$ cat src/rtl/sb_pkg.sv
package sb_pkg;
  typedef enum logic [1:0] {
    ST_IDLE = 2'd0,
    ST_READ = 2'd1,
    ST_EXEC = 2'd2,
    ST_DONE = 2'd3
  } stage_e;
endpackage

$ cat src/rtl/sb_reg_status.sv
module sb_reg_status #(
  parameter int NUM_FU  = 4,
  parameter int NUM_REG = 8,
  localparam int FU_W   = $clog2(NUM_FU),
  localparam int REG_W  = $clog2(NUM_REG)
) (
  input  logic                            clk_i,
  input  logic                            rst_ni,
  input  logic                            set_i,
  input  logic [REG_W-1:0]                set_reg_i,
  input  logic [FU_W-1:0]                 set_fu_i,
  input  logic                            clr_i,
  input  logic [REG_W-1:0]                clr_reg_i,
  output logic [NUM_REG-1:0]              pend_o,
  output logic [NUM_REG-1:0][FU_W-1:0]    owner_o
);
  logic [NUM_REG-1:0]           pend_q;
  logic [NUM_REG-1:0][FU_W-1:0] own_q;

  always_ff @(posedge clk_i or negedge rst_ni) begin
    if (!rst_ni) begin
      pend_q <= '0;
      own_q  <= '0;
    end else begin
      if (clr_i) pend_q[clr_reg_i] <= 1'b0;
      if (set_i) begin
        pend_q[set_reg_i] <= 1'b1;
        own_q[set_reg_i]  <= set_fu_i;
      end
    end
  end

  assign pend_o  = pend_q;
  assign owner_o = own_q;

  // WAW stall must keep a second writer off a pending register
  assert_set_free_R3: assert property (@(posedge clk_i) disable iff (!rst_ni)
    set_i |-> !pend_q[set_reg_i]);
  assert_clr_pending_R3: assert property (@(posedge clk_i) disable iff (!rst_ni)
    clr_i |-> pend_q[clr_reg_i]);
endmodule

$ cat src/rtl/sb_fu_slot.sv
module sb_fu_slot
  import sb_pkg::*;
#(
  parameter int NUM_FU  = 4,
  parameter int NUM_REG = 8,
  localparam int FU_W   = $clog2(NUM_FU),
  localparam int REG_W  = $clog2(NUM_REG)
) (
  input  logic              clk_i,
  input  logic              rst_ni,
  input  logic              alloc_i,
  input  logic [REG_W-1:0]  dst_i,
  input  logic [REG_W-1:0]  src_j_i,
  input  logic [REG_W-1:0]  src_k_i,
  input  logic [FU_W-1:0]   q_j_i,
  input  logic [FU_W-1:0]   q_k_i,
  input  logic              rdy_j_i,
  input  logic              rdy_k_i,
  input  logic              done_i,
  input  logic [NUM_FU-1:0] bcast_i,
  input  logic              gnt_i,
  output stage_e            stage_o,
  output logic [REG_W-1:0]  fi_o,
  output logic [REG_W-1:0]  fj_o,
  output logic [REG_W-1:0]  fk_o,
  output logic              rj_o,
  output logic              rk_o,
  output logic              rd_en_o
);
  stage_e           stage_q;
  logic [REG_W-1:0] fi_q, fj_q, fk_q;
  logic [FU_W-1:0]  qj_q, qk_q;
  logic             rj_q, rk_q;

  assign rd_en_o = (stage_q == ST_READ) && rj_q && rk_q;

  always_ff @(posedge clk_i or negedge rst_ni) begin
    if (!rst_ni) begin
      stage_q <= ST_IDLE;
      fi_q <= '0; fj_q <= '0; fk_q <= '0;
      qj_q <= '0; qk_q <= '0;
      rj_q <= 1'b0; rk_q <= 1'b0;
    end else if (alloc_i) begin
      stage_q <= ST_READ;
      fi_q <= dst_i; fj_q <= src_j_i; fk_q <= src_k_i;
      qj_q <= q_j_i; qk_q <= q_k_i;
      rj_q <= rdy_j_i; rk_q <= rdy_k_i;
    end else begin
      unique case (stage_q)
        ST_READ: begin
          if (rd_en_o) begin
            stage_q <= ST_EXEC;
            rj_q <= 1'b0;
            rk_q <= 1'b0;
          end else begin
            // pick up the producer's result broadcast
            if (!rj_q && bcast_i[qj_q]) rj_q <= 1'b1;
            if (!rk_q && bcast_i[qk_q]) rk_q <= 1'b1;
          end
        end
        ST_EXEC: if (done_i) stage_q <= ST_DONE;
        ST_DONE: if (gnt_i)  stage_q <= ST_IDLE;
        default: ;
      endcase
    end
  end

  assign stage_o = stage_q;
  assign fi_o = fi_q;
  assign fj_o = fj_q;
  assign fk_o = fk_q;
  assign rj_o = rj_q;
  assign rk_o = rk_q;

  assert_single_read_R4: assert property (@(posedge clk_i) disable iff (!rst_ni)
    rd_en_o |=> !rd_en_o);
  assert_grant_done_R7: assert property (@(posedge clk_i) disable iff (!rst_ni)
    gnt_i |-> stage_q == ST_DONE);
  assert_alloc_idle_R2: assert property (@(posedge clk_i) disable iff (!rst_ni)
    alloc_i |-> stage_q == ST_IDLE);
endmodule

$ cat src/rtl/sb_wb_arb.sv
module sb_wb_arb #(
  parameter int NUM_FU = 4
) (
  input  logic              clk_i,
  input  logic              rst_ni,
  input  logic [NUM_FU-1:0] req_i,
  output logic [NUM_FU-1:0] gnt_o
);
  always_comb begin
    gnt_o = '0;
    for (int i = NUM_FU - 1; i >= 0; i--) begin
      if (req_i[i]) gnt_o = NUM_FU'(1) << i;
    end
  end

  assert_wr_onehot_R8: assert property (@(posedge clk_i) disable iff (!rst_ni)
    $onehot0(gnt_o));
  assert_gnt_in_req_R8: assert property (@(posedge clk_i) disable iff (!rst_ni)
    (req_i != '0) |-> (gnt_o != '0));
endmodule

$ cat src/rtl/sb_hazard_ctrl.sv
module sb_hazard_ctrl
  import sb_pkg::*;
#(
  parameter int NUM_FU  = 4,
  parameter int NUM_REG = 8,
  localparam int FU_W   = $clog2(NUM_FU),
  localparam int REG_W  = $clog2(NUM_REG)
) (
  input  logic              clk_i,
  input  logic              rst_ni,
  input  logic              iss_valid_i,
  input  logic [FU_W-1:0]   iss_fu_i,
  input  logic [REG_W-1:0]  iss_dst_i,
  input  logic [REG_W-1:0]  iss_src_j_i,
  input  logic [REG_W-1:0]  iss_src_k_i,
  input  logic [NUM_FU-1:0] fu_done_i,
  output logic              iss_stall_o,
  output logic [NUM_FU-1:0] rd_en_o,
  output logic [NUM_FU-1:0] wr_en_o
);
  stage_e                       stage_v [NUM_FU];
  logic [NUM_FU-1:0][REG_W-1:0] fi_v, fj_v, fk_v;
  logic [NUM_FU-1:0]            rj_v, rk_v, busy_v, war_v, req_v;
  logic [NUM_REG-1:0]           pend;
  logic [NUM_REG-1:0][FU_W-1:0] owner;
  logic                         iss_fire, rdy_j, rdy_k, clr;
  logic [REG_W-1:0]             clr_reg;

  assign iss_stall_o = iss_valid_i && (busy_v[iss_fu_i] || pend[iss_dst_i]);
  assign iss_fire    = iss_valid_i && !iss_stall_o;

  // a producer committing this very cycle counts as already written
  assign rdy_j = !pend[iss_src_j_i] || wr_en_o[owner[iss_src_j_i]];
  assign rdy_k = !pend[iss_src_k_i] || wr_en_o[owner[iss_src_k_i]];

  for (genvar u = 0; u < NUM_FU; u++) begin : g_slot
    sb_fu_slot #(.NUM_FU(NUM_FU), .NUM_REG(NUM_REG)) u_slot (
      .clk_i   (clk_i),
      .rst_ni  (rst_ni),
      .alloc_i (iss_fire && (iss_fu_i == FU_W'(u))),
      .dst_i   (iss_dst_i),
      .src_j_i (iss_src_j_i),
      .src_k_i (iss_src_k_i),
      .q_j_i   (owner[iss_src_j_i]),
      .q_k_i   (owner[iss_src_k_i]),
      .rdy_j_i (rdy_j),
      .rdy_k_i (rdy_k),
      .done_i  (fu_done_i[u]),
      .bcast_i (wr_en_o),
      .gnt_i   (wr_en_o[u]),
      .stage_o (stage_v[u]),
      .fi_o    (fi_v[u]),
      .fj_o    (fj_v[u]),
      .fk_o    (fk_v[u]),
      .rj_o    (rj_v[u]),
      .rk_o    (rk_v[u]),
      .rd_en_o (rd_en_o[u])
    );
    assign busy_v[u] = stage_v[u] != ST_IDLE;
  end

  // WAR: a finished unit waits while an unread source still names its target
  always_comb begin
    for (int u = 0; u < NUM_FU; u++) begin
      war_v[u] = 1'b0;
      for (int v = 0; v < NUM_FU; v++) begin
        if (stage_v[v] == ST_READ &&
            ((fj_v[v] == fi_v[u] && rj_v[v]) || (fk_v[v] == fi_v[u] && rk_v[v])))
          war_v[u] = 1'b1;
      end
      req_v[u] = (stage_v[u] == ST_DONE) && !war_v[u];
    end
  end

  sb_wb_arb #(.NUM_FU(NUM_FU)) u_arb (
    .clk_i  (clk_i),
    .rst_ni (rst_ni),
    .req_i  (req_v),
    .gnt_o  (wr_en_o)
  );

  always_comb begin
    clr_reg = '0;
    for (int u = 0; u < NUM_FU; u++) begin
      if (wr_en_o[u]) clr_reg = clr_reg | fi_v[u];
    end
  end
  assign clr = |wr_en_o;

  sb_reg_status #(.NUM_FU(NUM_FU), .NUM_REG(NUM_REG)) u_status (
    .clk_i     (clk_i),
    .rst_ni    (rst_ni),
    .set_i     (iss_fire),
    .set_reg_i (iss_dst_i),
    .set_fu_i  (iss_fu_i),
    .clr_i     (clr),
    .clr_reg_i (clr_reg),
    .pend_o    (pend),
    .owner_o   (owner)
  );

  assert_issue_binds_R2: assert property (@(posedge clk_i) disable iff (!rst_ni)
    (iss_valid_i && !iss_stall_o) |=> busy_v[$past(iss_fu_i)]);
  assert_issue_marks_dst_R3: assert property (@(posedge clk_i) disable iff (!rst_ni)
    (iss_valid_i && !iss_stall_o) |=> pend[$past(iss_dst_i)]);
endmodule

$ cat config.mk
export PLATFORM = sky130hd
export DESIGN_NAME = sb_hazard_ctrl
export DESIGN_NICKNAME = d
export VERILOG_FILES = /design/src/rtl/sb_pkg.sv /design/src/rtl/sb_reg_status.sv /design/src/rtl/sb_fu_slot.sv /design/src/rtl/sb_wb_arb.sv /design/src/rtl/sb_hazard_ctrl.sv
export SDC_FILE = /design/constraint.sdc
export NUM_CORES = 1
export LEC_CHECK = 0
export BUFFER_PORTS_ARGS = -buffer_cell sky130_fd_sc_hd__buf_2
export CAP_MARGIN = 20
export CORE_ASPECT_RATIO = 0.75
export CORE_UTILIZATION = 27
export CTS_CLUSTER_DIAMETER = 100
export DETAILED_ROUTE_END_ITERATION = 7
export GPL_ROUTABILITY_DRIVEN = 0
export PLACE_DENSITY_LB_ADDON = 0.15
export SETUP_SLACK_MARGIN = 0.5
export SLEW_MARGIN = 20
export SYNTH_ARGS = -nofsm -noshare
export SYNTH_HDL_FRONTEND = slang
export SYNTH_SLANG_ARGS = --single-unit
$ cat constraint.sdc
create_clock -name clk_i -period 3.2 [get_ports clk_i]
set_input_delay 0 -clock clk_i [delete_from_list [all_inputs] [get_ports clk_i]]
set_output_delay 0 -clock clk_i [all_outputs]
set_load 0.01 [all_outputs]
-- Yosys cells after proc, flatten, opt, wreduce, memory -nomap -nowiden
Cells that the tools add are included.
- order comparisons: 17
- eq/ne operators: 59
- muxes and demuxes: 117
- bitwise operators: 6
- reduce and logical (&&, ||, !) cells: 144
- operators by type and width (kind ; count):
    3-bit == test ; 32
    1-bit logical AND ; 76
    1-bit two-way mux ; 64
    2-bit two-way mux ; 19
    2-bit by 3-bit less-than comparator with 1-bit output (second input constant) ; 11
    3-bit by 2-bit inequality test with 1-bit output (second input constant) ; 8
    2-bit case mux with 3 select lines ; 4
    3-bit nonzero test ; 8
    1-bit binary-select mux with 2-bit select ; 11
    2-bit == test (second input constant) ; 10
    1-bit logical OR ; 19
    16-bit bitwise mux ; 1
    3-bit by 4-bit less-than comparator with 1-bit output (second input constant) ; 4
    4-bit two-way mux ; 4
    8-bit two-way mux ; 2
    2-bit AND reduction ; 8
    4-bit AND reduction ; 4
    2-bit nonzero test ; 8
    4-bit nonzero test ; 4
    1-bit zero test ; 15
    2-bit binary-select mux with 3-bit select ; 2
    3-bit two-way mux ; 4
    3-bit by 1-bit inequality test with 1-bit output (second input constant) ; 4
    2-bit by 1-bit == test with 1-bit output (second input constant) ; 5
    other kinds (10) ; 16
- flip-flop bits (word level): 92
- input port bits: 18
- output and inout port bits: 9
- word-level logic and storage cells: 384

-- Logic depth before layout (Yosys ltp)
Gate-level depths: netlist of run 1.
- word-level depth: 30
- depth in mapped cells: 12
- gate-level depth less buffers: 9

-- By module
From an unflattened synthesis of run 1, not the netlist that was laid out.
- cells, all modules: 489
- area total of the unflattened synthesis: 5748.0 sq um
- modules (own cells, without submodules) (module ; times used ; cells an instance ; area each (sq um) ; seq. area each (sq um)):
    sb_fu_slot ; 4 ; 55 ; 748.2 ; 425.4
    sb_hazard_ctrl ; 1 ; 198 ; 1660.3 ; 0.0
    sb_reg_status ; 1 ; 67 ; 1056.0 ; 600.6
    sb_wb_arb ; 1 ; 4 ; 38.8 ; 0.0

-- Least setup slack after synthesis of run 1
OpenSTA, ideal clock, no wires.
- path type: reg2reg
- from: reg g_slot[3].u_slot.fi_q[2]
- to: reg u_status.pend_q[5], in the netlist u_status.pend_o[5]
- setup time: 0.132 ns
- arrival time: 2.265 ns
- required time: 3.068 ns
- slack: 0.803 ns
- cell stages (with the launch flop): 12
- buffers on the path: 3
- period minus slack after synthesis: 2.397 ns
- path through: dfrtp_1 buf_4 xnor2_1 nand4_1 a21oi_1 or4_1 buf_2 or3_1 buf_6 nor3b_1 o21a_1 a31oi_1
- word-level cells in the longest chain between the ends: 24
- elaborated cells on any way between the ends: 47
- classes of those cells: 2 x order compare; 8 x eq/ne; 13 x mux; 4 x bitwise; 20 x reduce/logical
- ends and longest elaborated chain (element ; RTL line ; text):
    start, declared ; sb_fu_slot.sv:31 ; logic [REG_W-1:0] fi_q, fj_q, fk_q;
    start signal, assigned ; sb_fu_slot.sv:45 ; fi_q <= dst_i; fj_q <= src_j_i; fk_q <= src_k_i;
    3-bit == test ; sb_hazard_ctrl.sv:68 ; ((fj_v[v] == fi_v[u] && rj_v[v]) || (fk_v[v] == fi_v[u] && rk_v[v])))
    1-bit logical AND ; sb_hazard_ctrl.sv:68 ;
    1-bit logical OR ; sb_hazard_ctrl.sv:68 ;
    1-bit logical AND ; sb_hazard_ctrl.sv:67 ; if (stage_v[v] == ST_READ &&
    1-bit two-way mux (4 in series) ; sb_hazard_ctrl.sv:67 ;
    1-bit zero test ; sb_hazard_ctrl.sv:71 ; req_v[u] = (stage_v[u] == ST_DONE) && !war_v[u];
    1-bit logical AND ; sb_hazard_ctrl.sv:71 ;
    4-bit two-way mux (4 in series) ; sb_wb_arb.sv:12 ; if (req_i[i]) gnt_o = NUM_FU'(1) << i;
    [2 not listed] ; -- ;
    1-bit logical AND (implied by the code) ; sb_reg_status.sv:25 ; if (clr_i) pend_q[clr_reg_i] <= 1'b0;
    1-bit two-way mux (implied by the code) ; sb_reg_status.sv:25 ;
    1-bit demux with 3-bit select ; -- ;
    8-bit inverter (no source line) ; -- ;
    8-bit bitwise AND (no source line) ; -- ;
    8-bit two-way mux (*) ; sb_reg_status.sv:25 ;
    8-bit OR (no source line) ; -- ;
    8-bit two-way mux (*) ; sb_reg_status.sv:26 ; if (set_i) begin
    end signal, assigned ; sb_reg_status.sv:22 ; pend_q <= '0;
    end signal, assigned by index ; sb_reg_status.sv:25 ;
    end signal, assigned by index ; sb_reg_status.sv:27 ; pend_q[set_reg_i] <= 1'b1;
    end, declared ; sb_reg_status.sv:17 ; logic [NUM_REG-1:0] pend_q;
Every way passes the cells marked *; elsewhere a longest branch is shown, timed or not.
A chain may end at the register's enable or synchronous reset.

-- Worst setup path after layout of run 1
- from: reg g_slot[3].u_slot.fi_q[2]
- to: out wr_en_o[3]
- word-level cells in the longest chain between the ends: 14
- elaborated cells on any way between the ends: 34
- classes of those cells: 8 x eq/ne; 8 x mux; 18 x reduce/logical
- ends and longest elaborated chain (element ; RTL line ; text):
    3-bit == test ; sb_hazard_ctrl.sv:68 ;
    1-bit logical AND ; sb_hazard_ctrl.sv:68 ;
    1-bit logical OR ; sb_hazard_ctrl.sv:68 ;
    1-bit logical AND ; sb_hazard_ctrl.sv:67 ;
    1-bit two-way mux (3 in series) ; sb_hazard_ctrl.sv:67 ;
    1-bit two-way mux (*) ; sb_hazard_ctrl.sv:67 ;
    1-bit zero test (*) ; sb_hazard_ctrl.sv:71 ;
    1-bit logical AND (*) ; sb_hazard_ctrl.sv:71 ;
    4-bit two-way mux (*) (4 in series) ; sb_wb_arb.sv:12 ;
    end, declared ; sb_hazard_ctrl.sv:19 ; output logic [NUM_FU-1:0] wr_en_o
Marks and branches as above.

==> impl_metrics.toml, run 1 <==
[synthesis]
synthesis.yosys.warnings = 0
synth_seq_area_share_pct = 38.1
yosys.area_share.adder_pct = 0
syn-instance-count = 576
synth-compound-area-share_pct = 9.66
ys_seq_elements = 92
syn_avg_cell_area_um2 = 10.5
synth.mux.area_fraction_pct = 17.8
synth_xor_xnor_area_share_pct = 11.3
synth_fp_nets = 594
synth-simple-area-share_pct = 15.4
synth_top_family_by_area = "multiplexers"
yosysUniqueCellTypes = 58
syn-cell-area_um2 = 6040

[finish]
final_net_count = 620
final_layout_size_suffix_gt1_share_pct = 32.1
area_grow_syn2layout_pct = 14.2
num_antenna_cells = 0
postLayoutCellArea_um2 = 6890
final_cell_mix = "dfrtp_1, xnor2_1, mux2_2"
multiInputGateArea_um2 = 3340
regArea_um2 = 2320
layout_commonest_cell = "dfrtp_1"
fillCellCount = 2228

[clock_tree]
cts-htree-levels = 3
clock_sinks = 92
clk_pin_slew_worst_paths_ps = 70
cts_root_buffer = "clkbuf_16"
numCtsBuffers = 9
worstSkewPairLatency_ps = 360
cts_tree = "built"
buffers_from_clock_root_to_sink_at_most = 2

[worst_setup_path]
critical_path.n_buffers_inverters = 2
worstPathMaxFanout = 7
r2r_setup_slack_ps = 560
worst_r2r_endpoint = "u_status.owner_o[9]"
worst_r2r_startpoint = "g_slot[2].u_slot.stage_o[0]"
cpLargestDelayFamily = "simple AND/OR/NAND/NOR gates"
path_type_of_the_worst_setup_path = "flop to output pin"
startpoint_type = "flop"
timing.critical_path.to_type = "output pin"
critical_path.most_common_cell = "buf_6"
critical-path-slowest-cell = "dfrtp_2"
worstSetupStartpoint = "g_slot[3].u_slot.fi_o[2]"
worst-r2r-cell-count = 6
timing.critical_path.required_ps = 3200
timing.critical_path.cells = "xnor2_1 -> nand4_1 -> a21oi_1 -> or4_4 -> or3_4 -> buf_6 -> nor2_4 -> buf_6"
timing.critical_path.slowest_cell_delay_ps = 530
critical_path_arrival_ps = 2680

[floorplan]
total_die_area_um2 = 23000
floorplan.rows = 46
total_core_area_um2 = 21500
dieWidth_um = 175
floorplan.initialDensity_pct = 28.0
design.portCount = 27
die-height_um = 131

[drt]
vias = 4612
detail_route.iter0.violations = 326
drt-wirelength-per-cell_um = 21.2
detail_route.vias_per_cell = 5.15
finalWirelength_um = 19000
drcViolationCount = 0
postRouteAntennaNets = 0
detail_route.first_pass.iterations = 4

[job]
maxCapViolCount = 0

[grt]
top_usage_layer = "met2"
globalRouteOverflowTotal = 0
grt.met1_usage_pct = 24.3
grt_antenna_before_repair = 1
grt.met2_usage_pct = 25.1
number_of_global_route_vias_before_repair = 4521
grt_first_pass_wirelength_um = 28700
use_met3_pct = 3.50
grt.total_usage_pct = 16.7
grt_start_max_net_pins = 48

[hold_path]
min_delay_worst_endpoint = "g_slot[3].u_slot.fi_o[2]"
hold_class = "input port to flop"
worst_hold_path.num_cells = 3
timing.hold.worst.start = "iss_dst_i[2]"

[timing]
layout_min_cycle_time_ps = 2680
final-max-slew-violation-count = 0
timing.max_slew.rel_slack_pct = 54.2
smallest_setup_slack_after_layout_ps = 524
timing.final.setup_violations = 0
worstMarginPinSlew_ps = 682
min_period_over_period_pct = 83.6
rsz0062_at_grt = "true"
timing.setup.tns_ps = 0
final-hold-violation-count = 0
fmax_mhz = 374
fin_skew_ps = 15.6

[power_and_ir_drop]
ir_drop_uv = 290
power_per_cell_area_nw_per_um2 = 1030
total_leakage_power_nw = 2.67

[placement]
dp_slack_ps = 308
hpwl_um = 14000
placed_area_um2 = 6360
placement.io_buffers = 26

[outcome]
run_status = "finished clean"
## worst min-delay path: cells and delay by family
family                 cells  cell delay, ps
AOI/OAI and AO/OA          1              70
buffers and inverters      1             180
and+or+nand+nor            1              70
## where the power goes
part | internal, mW | switching [mW]
combinational | 1.80 | 1.53
sequential | 1.70 | 1.00
clock | 0.564 | 0.505
total | 4.06 | 3.04
## routing by layer
layer	routed length (um)	share of wire [%]
met1	9380	49
met2	8450	44
met3	981	5.2
met4	185	0.97
met5	0	0
## logic make-up after synthesis
group | count (synthesis)
xor+xnor | 78
buf+inv | 76
flops | 92
compound gates | 89
simple gates | 161
mux | 80
## Yosys cell counts, drive strengths merged
master / count / share of area, %
a31oi: 11 / 1.1
o311ai: 2 / 0.29
o211ai: 7 / 0.87
a21o: 2 / 0.25
and3: 2 / 0.21
or2b: 1 / 0.15
inv: 23 / 1.4
a22oi: 2 / 0.33
nand3: 7 / 0.79
a2bb2oi: 1 / 0.15
xnor2: 78 / 11
nor2: 35 / 2.2
nor2b: 3 / 0.31
a2111oi: 4 / 0.68
nor3: 9 / 0.91
or4: 2 / 0.25
o41ai: 1 / 0.27
dfrtp: 92 / 38
o22ai: 5 / 0.52
nand4: 30 / 3.2
nand2: 32 / 2.0
nor4: 8 / 1.4
clkbuf: 17 / 1.9
and2: 2 / 0.21
a21oi: 30 / 2.5
or3: 1 / 0.10
o21ai: 18 / 1.6
buf: 36 / 4.4
o41a: 1 / 0.19
a311oi: 2 / 0.50
nand4b: 4 / 0.58
mux4: 15 / 5.8
or2: 6 / 0.62
o31ai: 2 / 0.25
nor3b: 9 / 1.2
nand2b: 5 / 0.56
nand3b: 2 / 0.25
mux2i: 10 / 1.7
nor4b: 3 / 0.44
o21a: 1 / 0.12
mux2: 55 / 10
## sequential cells by signal (all words and copies together), names as in the netlist
name and cells:
g_slot.u_slot.qj_q 8, g_slot.u_slot.fj_o 12, g_slot.u_slot.stage_o 8, u_status.pend_o 8, g_slot.u_slot.qk_q 8, g_slot.u_slot.rj_o 4
u_status.owner_o 16, g_slot.u_slot.fk_o 12, g_slot.u_slot.fi_o 12, g_slot.u_slot.rk_o 4
## through the flow
| stage | utilization (%) | hold slack (ps) | power, mW | cells |
|---|---|---|---|---|
| floorplan | - | -296 | 4.92 | 576 |
| global placement | 29.6 | 70.9 | 5.75 | 865 |
| detailed placement | 29.6 | 72.6 | 5.81 | 865 |
| CTS | 31.4 | 3.68 | 6.99 | 888 |
| global route | 32.0 | 36.1 | 7.54 | 895 |
| finish | 32.0 | 18.7 | 7.10 | 895 |
## repair_timing
action | 4_1_cts | 5_1_grt
endpoints found under the hold margin | 49 | 0
setup endpoints to repair | 18 | 16
buffers inserted | 2 | 6
cloned | 0 | 1
resized for setup | 13 | 19
pin swaps | 0 | 5
hold buffers | 5 | 0
## worst max path at each step
stage	slack [ps]	endpoint	depth (start not counted)
4_1_cts	510	wr_en_o[2]	10
3_3_place_gp	290	u_status.pend_o[5]	8
2_1_floorplan	800	u_status.pend_o[5]	11
6_report	520	wr_en_o[3]	8
3_5_place_dp	310	u_status.pend_o[5]	8
5_1_grt	460	g_slot[1].u_slot.rj_o	9
## layout make-up
type | count | share of cell area [%]
timing repair buffer | 67 | 7.13
inverter | 23 | 1.31
sequential | 92 | 33.6
multi-input combinational | 408 | 48.4
clock inverter | 6 | 0.799
tap | 288 | 5.23
clock buffer | 10 | 3.47
timing repair inverter | 1 | 0.0726
Power figures use the tool's default switching activity.
==> run 2, diff against run 1 <==
ABC_AREA = 1   (was default)
clock period = 2.6 ns   (was 3.2 ns; I/O delays follow)
==> run 2 against run 1 <==
Net effect:
- the flow now finishes with violations (negative hold slack)
- clock power is 39% higher
- count of clock-buffer cells in the layout increased by 3
- cell count increased by 68%
- die area up 9.4%
- total power is 62% higher
- first-iteration DRC count increased to 2.6 times the previous value
==> impl_metrics.toml, run 2 <==
[outcome]
run_status = "finished, violations left"
violated_checks = "negative hold slack"

[timing]
min_period_over_period_pct = 86.1
final-max-slew-violation-count = 0
rsz0062_at_grt = "true"
fmax_mhz = 447
timing.final.setup_violations = 0
smallest_setup_slack_after_layout_ps = 361
fin_skew_ps = 10.7
final-hold-violation-count = 1
timing.max_slew.rel_slack_pct = 64.6
worstMarginPinSlew_ps = 529
layout_min_cycle_time_ps = 2240
final.hold.worst_slack_ps = -1.87
timing.setup.tns_ps = 0

[synthesis]
ys_seq_elements = 92
synth_area_leaders = "dfrtp_1, nand2_1, inv_1"
yosys_most_used_dff = "dfrtp_1"
synth_seq_area_share_pct = 34.8
synth_top_area_cell = "dfrtp_1"
yosysUniqueCellTypes = 42
synth-async-reset-ratio_pct = 100
most_frequent_cell_after_synthesis = "nand2_1"
synth_commonest_cells = "nand2_1, inv_1, dfrtp_1"
synth.top_cell.area_share_pct = 34.8
synth_fp_nets = 1078
synthesis.yosys.warnings = 0
syn_avg_cell_area_um2 = 6.24
syn-instance-count = 1060
synth_edf_count = 0
syn-cell-area_um2 = 6610

[finish]
final_layout_size_suffix_gt1_share_pct = 28.3
fillCellCount = 2627
layout_commonest_cell = "nand2_1"
multiInputGateArea_um2 = 3970
regArea_um2 = 2310
flip_flop_count_of_the_largest_register_all_copies_and_words_added = 16
final_net_count = 1183
area_grow_syn2layout_pct = 35.6
num_antenna_cells = 0
final_cell_mix = "nand2_1, inv_1, dfrtp_1"

[power_and_ir_drop]
ir_drop_uv = 420
internal-power_mw = 5.88
switching_power_mw = 5.62
seqPwrFrac_pct = 25.8
combinational_share_of_power_pct = 61.3
swShare_pct = 48.9
clock_power_share_pct = 12.9
total_leakage_power_nw = 4.56
power_per_cell_area_nw_per_um2 = 1280

[clock_tree]
buffers_from_clock_root_to_sink_at_most = 2
worstSkewPairLatency_ps = 360
cts_root_buffer = "clkbuf_16"
numCtsBuffers = 9
cts-htree-levels = 3
cts_tree = "built"
clock_sinks = 92
clk_pin_slew_worst_paths_ps = 70

[hold_path]
hold_class = "input port to flop"

[grt]
grt_first_pass_wirelength_um = 38600
globalRouteOverflowTotal = 0
grt_antenna_before_repair = 0
number_of_global_route_vias_before_repair = 6308
grt_start_max_net_pins = 42
grt.total_usage_pct = 21.0

[drt]
wl_on_met1_um = 13300
drt-wirelength-per-cell_um = 17.5
detail_route.first_pass.iterations = 5
finalWirelength_um = 26300
highest_layer = "met4"
postRouteAntennaNets = 0
met3_length_um = 1840
vias = 7058
detail_route.iter0.violations = 856
wl_met2_um = 10800
detail_route.vias_per_cell = 4.70
drcViolationCount = 0

[floorplan]
total_die_area_um2 = 25100
die-height_um = 138
total_core_area_um2 = 24000
floorplan.rows = 49
floorplan.initialDensity_pct = 27.5
dieWidth_um = 183
design.portCount = 27

[worst_setup_path]
critical_path_arrival_ps = 2500
timing.critical_path.to_type = "flop"
path_type_of_the_worst_setup_path = "flop to flop"
r2r_setup_slack_ps = 360
startpoint_type = "flop"
worstPathMaxFanout = 6
timing.critical_path.required_ps = 2860

[job]
maxCapViolCount = 0

[placement]
dp_slack_ps = 179
hpwl_um = 18700
placement.io_buffers = 26
run 2: changes by cell type in the layout (fill, tap and decap cells not counted), sizes merged, moves of 10 or more:
cell   delta
nand2   +437
xnor2    -75
nand4    -22
mux4     -15
nand3    +52
nor2     +57
mux2     -55
inv     +107
mux2i    -10
buf      +63
o21ai    +76
run 2: repair_timing:
| item | 4_1_cts | 5_1_grt |
|---|---|---|
| pin swaps | 30 | 50 |
| gates resized for setup | 96 | 146 |
| gates cloned | 2 | 7 |
| hold endpoints to repair | 79 | 0 |
| endpoints found under the setup margin | 79 | 92 |
| setup buffers | 21 | 29 |
| hold buffers | 9 | 0 |
run 2: area by class of cell:
class,instances,share of cell area (%)
multi-input cells,790,44.3
flip-flops and latches,92,25.8
repair buffers,139,15.8
inverters,133,5.90
well taps,331,4.62
clock buffers,13,2.79
clock inverters,3,0.767
run 2: worst paths after layout:
check	from	to	depth (start not counted)
max	g_slot[1].u_slot.fi_o[0]	u_status.pend_o[1]	20
max reg2reg	g_slot[1].u_slot.fi_o[0]	u_status.pend_o[1]	20
min in group asynchronous	rst_ni	u_status.owner_o[7]	2
min reg2reg	u_status.pend_o[1]	u_status.pend_o[1]	2
min	iss_src_j_i[2]	g_slot[2].u_slot.fj_o[2]	3
max in group asynchronous	rst_ni	g_slot[1].u_slot.fk_o[2]	3
run 2: power by group through the flow:
stage               clock network, mW  logic, mW  registers, mW
floorplan                           0       4.08           2.60
global placement                    0       5.62           2.97
detailed placement                  0       5.58           2.95
CTS                              1.52       6.26           2.93
global route                     1.58       7.79           3.06
finish                           1.49       7.05           2.96
run 2: per-layer routing:
metal / vias to the layer above / GRT usage (%)
met5: - / 0
met4: 0 / 4.76
met3: 24 / 3.75
met2: 229 / 30.5
met1: 3302 / 31.9
li1: 3503 / -
run 2: cells by family (layout without fill, tap and decap cells):
family                 after synthesis  after routing  share of synthesized area [%]
AND/OR/NAND/NOR                    645            645                           41.0
buffers and inverters              178            288                           12.1
AO/OA/AOI/OAI                      140            140                           11.4
flip-flops                          92             92                           34.8
XOR/XNOR                             5              5                          0.662
run 2: stage by stage:
| step | std cells | area [um2] | hold slack, ps | util [%] | power, mW |
|---|---|---|---|---|---|
| final | 1501 | 8970 | -1.87 | 37.3 | 11.5 |
| after global routing | 1501 | 8970 | 5.68 | 37.3 | 12.4 |
| after CTS | 1465 | 8180 | 3.55 | 34.0 | 10.7 |
| after detailed placement | 1417 | 7260 | -41.7 | 30.2 | 8.53 |
| after global placement | 1417 | 7260 | -50.7 | 30.2 | 8.59 |
| after floorplan | 1060 | 6610 | -296 | - | 6.68 |
run 2: critical path: stages, from the launching register on:
cell	delay, ps
dfrtp_2	460
buf_6	140
inv_6	60
nand2_1	50
nand2_1	60
nor2_1	40
nand3_1	80
nand2_2	100
nand2_2	90
nand2_4	70
nor2_8	210
nor2_8	70
nand2_4	100
nor2_2	40
nor2_2	120
o21ai_4	100
buf_6	130
nor2_4	70
nand2_1	50
nand2_1	50
nand2_1	40
